### src/rtl/iq_lane_pkg.sv
package iq_lane_pkg;
  localparam int LANES  = 4;
  localparam int LANE_W = 8;
  localparam int WORD_W = LANES * LANE_W;

  // I/Q lane mask of a frame word: byte slot 4*w+n is I/Q when not reserved
  function automatic logic [LANES-1:0] slot_mask(input int unsigned word,
                                                 input int unsigned ctrl_bytes);
    logic [LANES-1:0] m;
    for (int n = 0; n < LANES; n++) begin
      m[n] = ((word * LANES) + n) >= ctrl_bytes;
    end
    return m;
  endfunction

  function automatic int unsigned lane_count(input logic [LANES-1:0] m);
    int unsigned c;
    c = 0;
    for (int n = 0; n < LANES; n++) c += int'(m[n]);
    return c;
  endfunction

  // keep only the bytes whose lane bit is set
  function automatic logic [WORD_W-1:0] lane_keep(input logic [WORD_W-1:0] d,
                                                  input logic [LANES-1:0] m);
    logic [WORD_W-1:0] r;
    for (int n = 0; n < LANES; n++) begin
      r[n*LANE_W +: LANE_W] = m[n] ? d[n*LANE_W +: LANE_W] : '0;
    end
    return r;
  endfunction
endpackage

### src/rtl/iq_slot_sched.sv
module iq_slot_sched
  import iq_lane_pkg::*;
#(
  parameter int FRAME_WORDS = 8,
  parameter int CTRL_BYTES  = 6,
  localparam int PW = (FRAME_WORDS > 1) ? $clog2(FRAME_WORDS) : 1
) (
  input  logic             clk,
  input  logic             rst_n,
  output logic             run_o,
  output logic             sof_o,
  output logic             last_o,
  output logic [LANES-1:0] serve_mask_o,
  output logic [LANES-1:0] ahead_mask_o
);
  localparam logic [PW-1:0] LAST_W = PW'(FRAME_WORDS - 1);

  logic          run_q;
  logic [PW-1:0] word_q;
  logic [PW-1:0] word_nxt;

  assign word_nxt = (word_q == LAST_W) ? '0 : word_q + 1'b1;

  always_ff @(posedge clk or negedge rst_n) begin
    if (!rst_n) begin
      run_q  <= 1'b0;
      word_q <= '0;
    end else begin
      run_q <= 1'b1;
      if (run_q) word_q <= word_nxt;
    end
  end

  assign run_o        = run_q;
  assign sof_o        = run_q && (word_q == '0);
  assign last_o       = run_q && (word_q == LAST_W);
  assign serve_mask_o = run_q ? slot_mask(int'(word_q), CTRL_BYTES) : '0;
  assign ahead_mask_o = run_q ? slot_mask(int'(word_nxt), CTRL_BYTES) : '0;

  AST_READY_QUIET_RESET: assert property (@(posedge clk)
    !rst_n |-> (ahead_mask_o == '0));

  if (FRAME_WORDS > 1) begin : g_sof_chk
    AST_SOF_SINGLE: assert property (@(posedge clk) disable iff (!rst_n)
      sof_o |=> !sof_o);
  end
endmodule

### src/rtl/iq_tx_gate.sv
module iq_tx_gate
  import iq_lane_pkg::*;
#(
  parameter int UFL_W = 6
) (
  input  logic              clk,
  input  logic              rst_n,
  input  logic              run_i,
  input  logic              sof_i,
  input  logic              last_i,
  input  logic [LANES-1:0]  serve_mask_i,
  input  logic [LANES-1:0]  ready_i,
  input  logic [LANES-1:0]  valid_i,
  input  logic [WORD_W-1:0] data_i,
  output logic [WORD_W-1:0] word_o,
  output logic [LANES-1:0]  mask_o,
  output logic              sof_o,
  output logic              live_o,
  output logic [UFL_W-1:0]  ufl_o,
  output logic              err_o
);
  logic [LANES-1:0]  ready_q;
  logic [LANES-1:0]  take_w;
  logic [LANES-1:0]  miss_w;
  logic [LANES-1:0]  stray_w;
  logic [UFL_W-1:0]  acc_q;
  logic [UFL_W-1:0]  acc_sum_w;

  assign take_w    = ready_q & valid_i;
  assign miss_w    = run_i ? (ready_q & ~valid_i) : '0;
  assign stray_w   = run_i ? (valid_i & ~ready_q) : '0;
  assign acc_sum_w = acc_q + UFL_W'(lane_count(miss_w));

  always_ff @(posedge clk or negedge rst_n) begin
    if (!rst_n) begin
      ready_q <= '0;
      word_o  <= '0;
      mask_o  <= '0;
      sof_o   <= 1'b0;
      live_o  <= 1'b0;
      acc_q   <= '0;
      ufl_o   <= '0;
      err_o   <= 1'b0;
    end else begin
      ready_q <= ready_i;
      word_o  <= lane_keep(data_i, take_w);
      mask_o  <= serve_mask_i;
      sof_o   <= sof_i;
      live_o  <= run_i;
      if (stray_w != '0) err_o <= 1'b1;
      if (run_i) begin
        if (last_i) begin
          ufl_o <= acc_sum_w;
          acc_q <= '0;
        end else begin
          acc_q <= acc_sum_w;
        end
      end
    end
  end

  AST_STRAY_FLAGS: assert property (@(posedge clk) disable iff (!rst_n)
    (stray_w != '0) |=> err_o);
  AST_ERR_STICKY: assert property (@(posedge clk) disable iff (!rst_n)
    err_o |=> err_o);
endmodule

### src/rtl/iq_delay_line.sv
module iq_delay_line #(
  parameter int DEPTH = 2,
  parameter int W     = 38
) (
  input  logic         clk,
  input  logic         rst_n,
  input  logic [W-1:0] din,
  output logic [W-1:0] dout
);
  if (DEPTH == 0) begin : g_pass
    assign dout = din;
  end else begin : g_pipe
    logic [W-1:0] stg [DEPTH];
    always_ff @(posedge clk or negedge rst_n) begin
      if (!rst_n) begin
        for (int i = 0; i < DEPTH; i++) stg[i] <= '0;
      end else begin
        stg[0] <= din;
        for (int i = 1; i < DEPTH; i++) stg[i] <= stg[i-1];
      end
    end
    assign dout = stg[DEPTH-1];
  end
endmodule

### src/rtl/iq_rx_lanes.sv
module iq_rx_lanes
  import iq_lane_pkg::*;
(
  input  logic              clk,
  input  logic              rst_n,
  input  logic [LANES-1:0]  serve_mask_i,
  input  logic [WORD_W-1:0] frm_data_i,
  output logic [LANES-1:0]  valid_o,
  output logic [WORD_W-1:0] data_o
);
  always_ff @(posedge clk or negedge rst_n) begin
    if (!rst_n) begin
      valid_o <= '0;
      data_o  <= '0;
    end else begin
      valid_o <= serve_mask_i;
      data_o  <= lane_keep(frm_data_i, serve_mask_i);
    end
  end
endmodule

### src/rtl/iq_lane_port.sv
module iq_lane_port
  import iq_lane_pkg::*;
#(
  parameter int FRAME_WORDS = 8,
  parameter int CTRL_BYTES  = 6,
  parameter int AUX_DELAY   = 2,
  localparam int UFL_W = $clog2(FRAME_WORDS * 4 + 1)
) (
  input  logic             clk,
  input  logic             rst_n,
  output logic [3:0]       tx_ready,
  input  logic [3:0]       tx_valid,
  input  logic [31:0]      tx_data,
  output logic [31:0]      frm_tx_data,
  output logic [3:0]       frm_tx_mask,
  output logic             frm_tx_sof,
  output logic             frm_tx_live,
  input  logic [31:0]      frm_rx_data,
  output logic             frm_sof,
  output logic [3:0]       rx_valid,
  output logic [31:0]      rx_data,
  output logic [UFL_W-1:0] ufl_count,
  output logic             proto_err
);
  localparam int PKT_W = WORD_W + LANES + 2;

  logic             run_w, sof_w, last_w;
  logic [LANES-1:0] serve_mask_w;
  logic [WORD_W-1:0] s0_word;
  logic [LANES-1:0]  s0_mask;
  logic              s0_sof, s0_live;
  logic [PKT_W-1:0]  pkt_in, pkt_out;

  iq_slot_sched #(.FRAME_WORDS(FRAME_WORDS), .CTRL_BYTES(CTRL_BYTES)) sched_i (
    .clk(clk), .rst_n(rst_n), .run_o(run_w), .sof_o(sof_w), .last_o(last_w),
    .serve_mask_o(serve_mask_w), .ahead_mask_o(tx_ready)
  );

  iq_tx_gate #(.UFL_W(UFL_W)) gate_i (
    .clk(clk), .rst_n(rst_n), .run_i(run_w), .sof_i(sof_w), .last_i(last_w),
    .serve_mask_i(serve_mask_w), .ready_i(tx_ready), .valid_i(tx_valid),
    .data_i(tx_data), .word_o(s0_word), .mask_o(s0_mask), .sof_o(s0_sof),
    .live_o(s0_live), .ufl_o(ufl_count), .err_o(proto_err)
  );

  assign pkt_in = {s0_live, s0_sof, s0_mask, s0_word};

  iq_delay_line #(.DEPTH(AUX_DELAY), .W(PKT_W)) aux_i (
    .clk(clk), .rst_n(rst_n), .din(pkt_in), .dout(pkt_out)
  );

  assign {frm_tx_live, frm_tx_sof, frm_tx_mask, frm_tx_data} = pkt_out;

  iq_rx_lanes rx_i (
    .clk(clk), .rst_n(rst_n), .serve_mask_i(serve_mask_w),
    .frm_data_i(frm_rx_data), .valid_o(rx_valid), .data_o(rx_data)
  );

  assign frm_sof = sof_w;

  AST_RX_TRACKS_READY: assert property (@(posedge clk) disable iff (!rst_n)
    $past(run_w, 2) |-> (rx_valid == $past(tx_ready, 2)));
endmodule

### config.mk
export PLATFORM = sky130hd
export DESIGN_NAME = iq_lane_port
export DESIGN_NICKNAME = d
export VERILOG_FILES = /design/src/rtl/iq_lane_pkg.sv /design/src/rtl/iq_slot_sched.sv /design/src/rtl/iq_tx_gate.sv /design/src/rtl/iq_delay_line.sv /design/src/rtl/iq_rx_lanes.sv /design/src/rtl/iq_lane_port.sv
export SDC_FILE = /design/constraint.sdc
export NUM_CORES = 1
export LEC_CHECK = 0
export ABC_AREA = 1
export BUFFER_PORTS_ARGS = -buffer_cell sky130_fd_sc_hd__buf_2
export CORE_MARGIN = 1.5
export CORE_UTILIZATION = 50
export CTS_CLUSTER_DIAMETER = 60
export CTS_CLUSTER_SIZE = 40
export DETAILED_ROUTE_END_ITERATION = 12
export HOLD_SLACK_MARGIN = 0.15
export PLACE_DENSITY_LB_ADDON = 0.08
export SLEW_MARGIN = 0
export SYNTH_ARGS = -nofsm -noshare
export SYNTH_HDL_FRONTEND = slang
export SYNTH_SLANG_ARGS = --single-unit
### constraint.sdc
create_clock -name clk -period 3.21 [get_ports clk]
set_clock_uncertainty 0.1 [all_clocks]
set_input_delay 0.642 -clock clk [delete_from_list [all_inputs] [get_ports clk]]
set_output_delay 0.642 -clock clk [all_outputs]
set_load 0.05 [all_outputs]
==> results of run 1 <==
## area by class of cell
cell class / instances / area (um2)
clock buffer: 20 / 445
clock inverter: 10 / 173
fill: 847 / 4000
inverter: 86 / 323
multi-input combinational: 153 / 754
sequential: 163 / 4080
tap: 140 / 175
timing repair buffer: 161 / 842
## registers in the layout (all words and copies together), names as in the netlist, 6 cells and up
register	cells
aux_i.dout	37
aux_i.g_pipe.stg	37
gate_i.word_o	32
rx_i.data_o	32
gate_i.acc_q	6
gate_i.ufl_o	6
## cell families (layout without fill, tap and decap cells)
family	Yosys count	after routing	synth area share, %
and+or+nand+nor	121	121	8.69
buffers and inverters	130	277	11.9
other	1	1	0.0683
DFF	163	163	74.3
AOI/OAI and AO/OA	19	19	2.05
adders and majority gates	11	11	2.78
xor gates and xnor gates	1	1	0.160
## power by group
part	switching [W]	total [W]	internal, W
registers	0.000146	0.00259	0.00244
logic	0.00129	0.00164	0.000350
clock network	0.000783	0.00209	0.00131
total	0.00222	0.00632	0.00410
## worst max-delay path, delay by kind of cell, from the launching register on
| family | cells | cell delay (ns) |
|---|---|---|
| simple gates | 2 | 0.37 |
| fa+ha+maj | 2 | 0.45 |
| compound gates | 1 | 0.15 |
| flops | 1 | 0.41 |
| buf+inv | 1 | 0.32 |
## final timing paths
path	start	endpoint	cells after the start
min in group asynchronous	rst_n	rx_i.data_o[24]	2
worst min-delay path	frm_rx_data[28]	rx_i.data_o[28]	3
worst max-delay path	sched_i.word_q[0]	tx_ready[2]	6
max in group asynchronous	rst_n	gate_i.word_o[0]	3
worst max register to register	gate_i.ready_q[1]	gate_i.acc_q[4]	10
worst min register to register	gate_i.word_o[22]	aux_i.g_pipe.stg[60]	0
## metrics by stage
step	hold WS, ns	setup slack (ns)	cells	total power (W)	instance area, um2
after floorplan	0.231	0.436	446	0.00396	5490
after CTS	0.186	0.213	733	0.00640	6790
after global routing	0.190	0.124	733	0.00663	6790
after detailed placement	0.235	0.235	702	0.00429	6160
after global placement	0.231	0.292	702	0.00424	6160
final	0.221	0.250	733	0.00632	6790
## metal layers
layer  vias to the layer above  GRT usage, %
li1                       1543             -
met1                      1535          21.9
met2                        95          28.6
met3                        12          6.17
met4                         0          7.80
met5                         -             0
## cell usage after synthesis
library cell	instances	area share [%]
a21oi_2	2	0.32
buf_2	1	0.091
buf_4	42	5.7
buf_6	1	0.21
conb_1	1	0.068
dfrtp_1	163	74
fa_1	2	0.73
ha_1	9	2.1
inv_1	84	5.7
inv_2	2	0.14
nand2_1	36	2.5
nand2_2	1	0.11
nand3_1	10	0.91
nand4_1	1	0.11
nor2_1	70	4.8
nor2_2	1	0.11
nor3_1	2	0.18
o211ai_1	2	0.27
o21ai_0	13	1.2
o21ai_2	1	0.16
o22ai_1	1	0.11
xnor2_1	1	0.16
## timing repair
item / 4_1_cts / 5_1_grt
hold buffers: 1 / 0
setup endpoints to repair: 0 / 0
hold endpoints to repair: 52 / 0
==> results.cfg, run 1 <==
[clocking]
cts-root-buf = clkbuf_8
path_clk_slew_ns = 0.07
cts_max_path_buffers = 2
clock_sinks = 163
clk_latency_ns = 0.52
cts_resized = 0
h-tree-depth = 4
cts_setup_buffers = 0
numCtsBuffers = 17
cts_tree = done

[cells_and_area]
antennaDiodeCount = 0
syn2layout_area_growth_pct = 23.8
final_cell_mix = dfrtp_1, buf_2, inv_1, nor2_1, nand2_1
final_layout_size_suffix_gt1_share_pct = 33.1
layout_commonest_cell = dfrtp_1
finalNetCount = 663
final_util_pct = 62.9

[pwr]
p_per_area_nw_per_um2 = 931
leakagePower_nw = 4.02
ir_worst_vdd_v = 0.000600

[floorplan]
die_w_um = 108
start_util_pct = 50.8
dieArea_um2 = 11600
core_area_um2 = 10800
die_h_um = 108
ios = 156
rows = 38

[global_route]
overflow = 0
grt_pass1_vias = 3252
grt_usage_pct = 17.8
antenna_found_initial = 0
grt_pass1_wl_mm = 15.3
grt_max_degree = 68

[sta]
relSlewSlack_pct = 66.0
rsz0062_at_grt = false
setup_viol = 0
maxSlewViolCount = 0
worst_pin_slew_ns = 0.509
period_needed_ns = 2.96
timing.fmax_mhz = 338
fin_crit_sh_pct = 92.2
hold_viol_final = 0
tns_ns = 0

[setup_path]
worstSetupPathType = flop to output port
r2r_setup_slack_ns = 0.59
path_max_fanout = 5
crit_top_cell = ha_1
worstPathArrival_ns = 2.22
crit_slowest_cell = dfrtp_1
cp-start-kind = flop
critPathRequiredTime_ns = 2.47
cpPeakStageDelay_ns = 0.41
path_cells = ha_1 > ha_1 > nor2_2 > nand2_1 > o211ai_1 > buf_2
cp-end-kind = output port

[detailed_routing]
dr.pass1.iters = 5
drc = 0
wl_per_cell_um = 12.5
routed_via_density = 4.35
top_layer = met4
routed_wl_mm = 9.18
routed-via-count = 3185
met2WireLength_mm = 4.65
drt_iter0_markers = 122
route.met3.wl_um = 499
ant_nets = 0
wl_met1_mm = 3.88

[placed_design]
gp_congestion = 0.816
dpl.hpwl_mm = 6.40
io_buffers = 155

[logic_synthesis]
ys_warn_count = 0
synth.avg_cell_area_um2 = 12.3
synth_seq_cells = 163
syn_inst = 446
netlist_area_um2 = 5490
ys_types = 22
seq_area_frac_synth_pct = 74.3
synth_nets = 527

[job]
drv_cap = 0

[min_path]
hold_path_class = input pin to flop

[outcome]
outcome = completed
Note: power is estimated with default switching activity, not from simulation.
==> inputs of run 2 (changes only) <==
Settings changed: CELL_PAD_IN_SITES_DETAIL_PLACEMENT set to 0, CELL_PAD_IN_SITES_GLOBAL_PLACEMENT set to 1, CORE_UTILIZATION 50 to 40.
==> results.cfg, run 2 (same netlist as run 1, synthesis figures left out) <==
[detailed_routing]
routed_via_density = 4.16
routed-via-count = 3195
ant_nets = 0
routed_wl_mm = 9.34
wl_per_cell_um = 12.2
dr.pass1.iters = 4
drt_iter0_markers = 179
drc = 0

[sta]
tns_ns = 0
period_needed_ns = 2.87
setup_viol = 0
timing.fmax_mhz = 349
worst_pin_slew_ns = 0.712
fin_crit_sh_pct = 89.3
rsz0062_at_grt = false
hold_viol_final = 0
maxSlewViolCount = 0
fin_ws_ns = 0.344
relSlewSlack_pct = 52.5

[pwr]
leakagePower_nw = 4.00
ir_worst_vdd_v = 0.000607
p_per_area_nw_per_um2 = 914

[setup_path]
cp.depth = 6
cpPeakStageDelay_ns = 0.41
r2r_cells = 10
cp-end-kind = output port
path_max_fanout = 5
worstPathArrival_ns = 2.12
crit_slowest_cell = dfrtp_1
crit_family = adder cells
critPathRequiredTime_ns = 2.47
critPathBufInv = 1
worstSetupPathType = flop to output port
crit_top_cell = ha_1
cp-start-kind = flop
path_cells = ha_1 > ha_1 > nor2_2 > nand2_1 > o211ai_1 > buf_2

[placed_design]
dpl.hpwl_mm = 6.64
io_buffers = 155
dpl-instance-area_um2 = 6210
gp_congestion = 0.768
dp_slack_ns = 0.222
dp_cells = 738

[floorplan]
die_w_um = 120
start_util_pct = 41.3
rows = 42
ios = 156
core_area_um2 = 13300
die_h_um = 120
dieArea_um2 = 14400

[clocking]
cts_tree = done
cts_resized = 0
cts_setup_buffers = 0
numCtsBuffers = 17
h-tree-depth = 4
clock_sinks = 163
path_clk_slew_ns = 0.06
clk_latency_ns = 0.41
postCtsHoldBufs = 0
cts_max_path_buffers = 2
cts-root-buf = clkbuf_16

[cells_and_area]
stdcell_area_um2 = 6800
final_layout_size_suffix_gt1_share_pct = 33.3
final_cells = 768
antennaDiodeCount = 0
final_cell_mix = dfrtp_1, buf_2, inv_1, nor2_1, nand2_1
layout_commonest_cell = dfrtp_1
fillCellCount = 1211
syn2layout_area_growth_pct = 23.8
finalNetCount = 662

[outcome]
outcome = completed

[global_route]
grt_pass1_wl_mm = 15.4
overflow = 0
grt_max_degree = 77
grt_pass1_vias = 3203
antenna_found_initial = 0
grt_usage_pct = 14.2

[job]
drv_cap = 0

[min_path]
hold_path_class = input pin to asynchronous set/reset pin
==> run 2: cell types whose count changed in the layout (fill, tap and decap cells not counted), sizes merged <==
cell / delta
clkbuf: -3
bufinv: -1
clkinvlp: +2
clkinv: +3
dlygate4sd3: -1
inv: -1
==> run 2: final timing paths <==
path / start / end / slack [ns]
worst max-delay path: sched_i.word_q[0] / tx_ready[2] / 0.34
worst min-delay path: rst_n / rx_i.data_o[27] / 0.13
worst max register to register: gate_i.ready_q[1] / gate_i.acc_q[4] / 0.57
worst min register to register: aux_i.g_pipe.stg[59] / aux_i.dout[21] / 0.25
max in group asynchronous: rst_n / rx_i.data_o[13] / 2.06
min in group clk: aux_i.g_pipe.stg[59] / aux_i.dout[21] / 0.25
==> run 2: per-layer routing <==
layer / vias to the layer above / part of all wire, % / track usage, %
met1: 1555 / 42 / 17.0
met2: 86 / 51 / 23.0
li1: 1537 / - / -
met3: 17 / 5.0 / 4.52
met5: - / 0 / 0
met4: 0 / 2.2 / 7.14
==> run 2: worst register-to-register path, stage by stage (launching register included) <==
cell and delay (ns):
dfrtp_1 0.39, inv_1 0.07, nor3_1 0.19, ha_1 0.28, fa_1 0.46, ha_1 0.24
fa_1 0.41, nand3_1 0.12, nand3_1 0.10, nand3_1 0.09, o21ai_0 0.08
==> run 2: metrics by stage <==
stage / util [%] / hold WS (ns) / total power, W
floorplan: - / 0.231 / 0.00396
detailed placement: 46.7 / 0.235 / 0.00429
finish: 51.1 / 0.135 / 0.00621
CTS: 51.1 / 0.171 / 0.00631
global route: 51.1 / 0.191 / 0.00654
global placement: 46.7 / 0.231 / 0.00426
==> run 2: final cells by class <==
class	count	area, um2	area share, %
multi-input cells	153	754	11.1
clock buffers	17	425	6.26
well taps	176	220	3.24
clock inverters	13	163	2.39
flip-flops and latches	163	4080	60.0
repair buffers	160	832	12.2
inverters	86	323	4.75
==> run 2: where the power goes <==
part / switching, W / internal [W]
sequential: 0.000142 / 0.00244
combinational: 0.00130 / 0.000347
clock: 0.000769 / 0.00122
total: 0.00221 / 0.00400
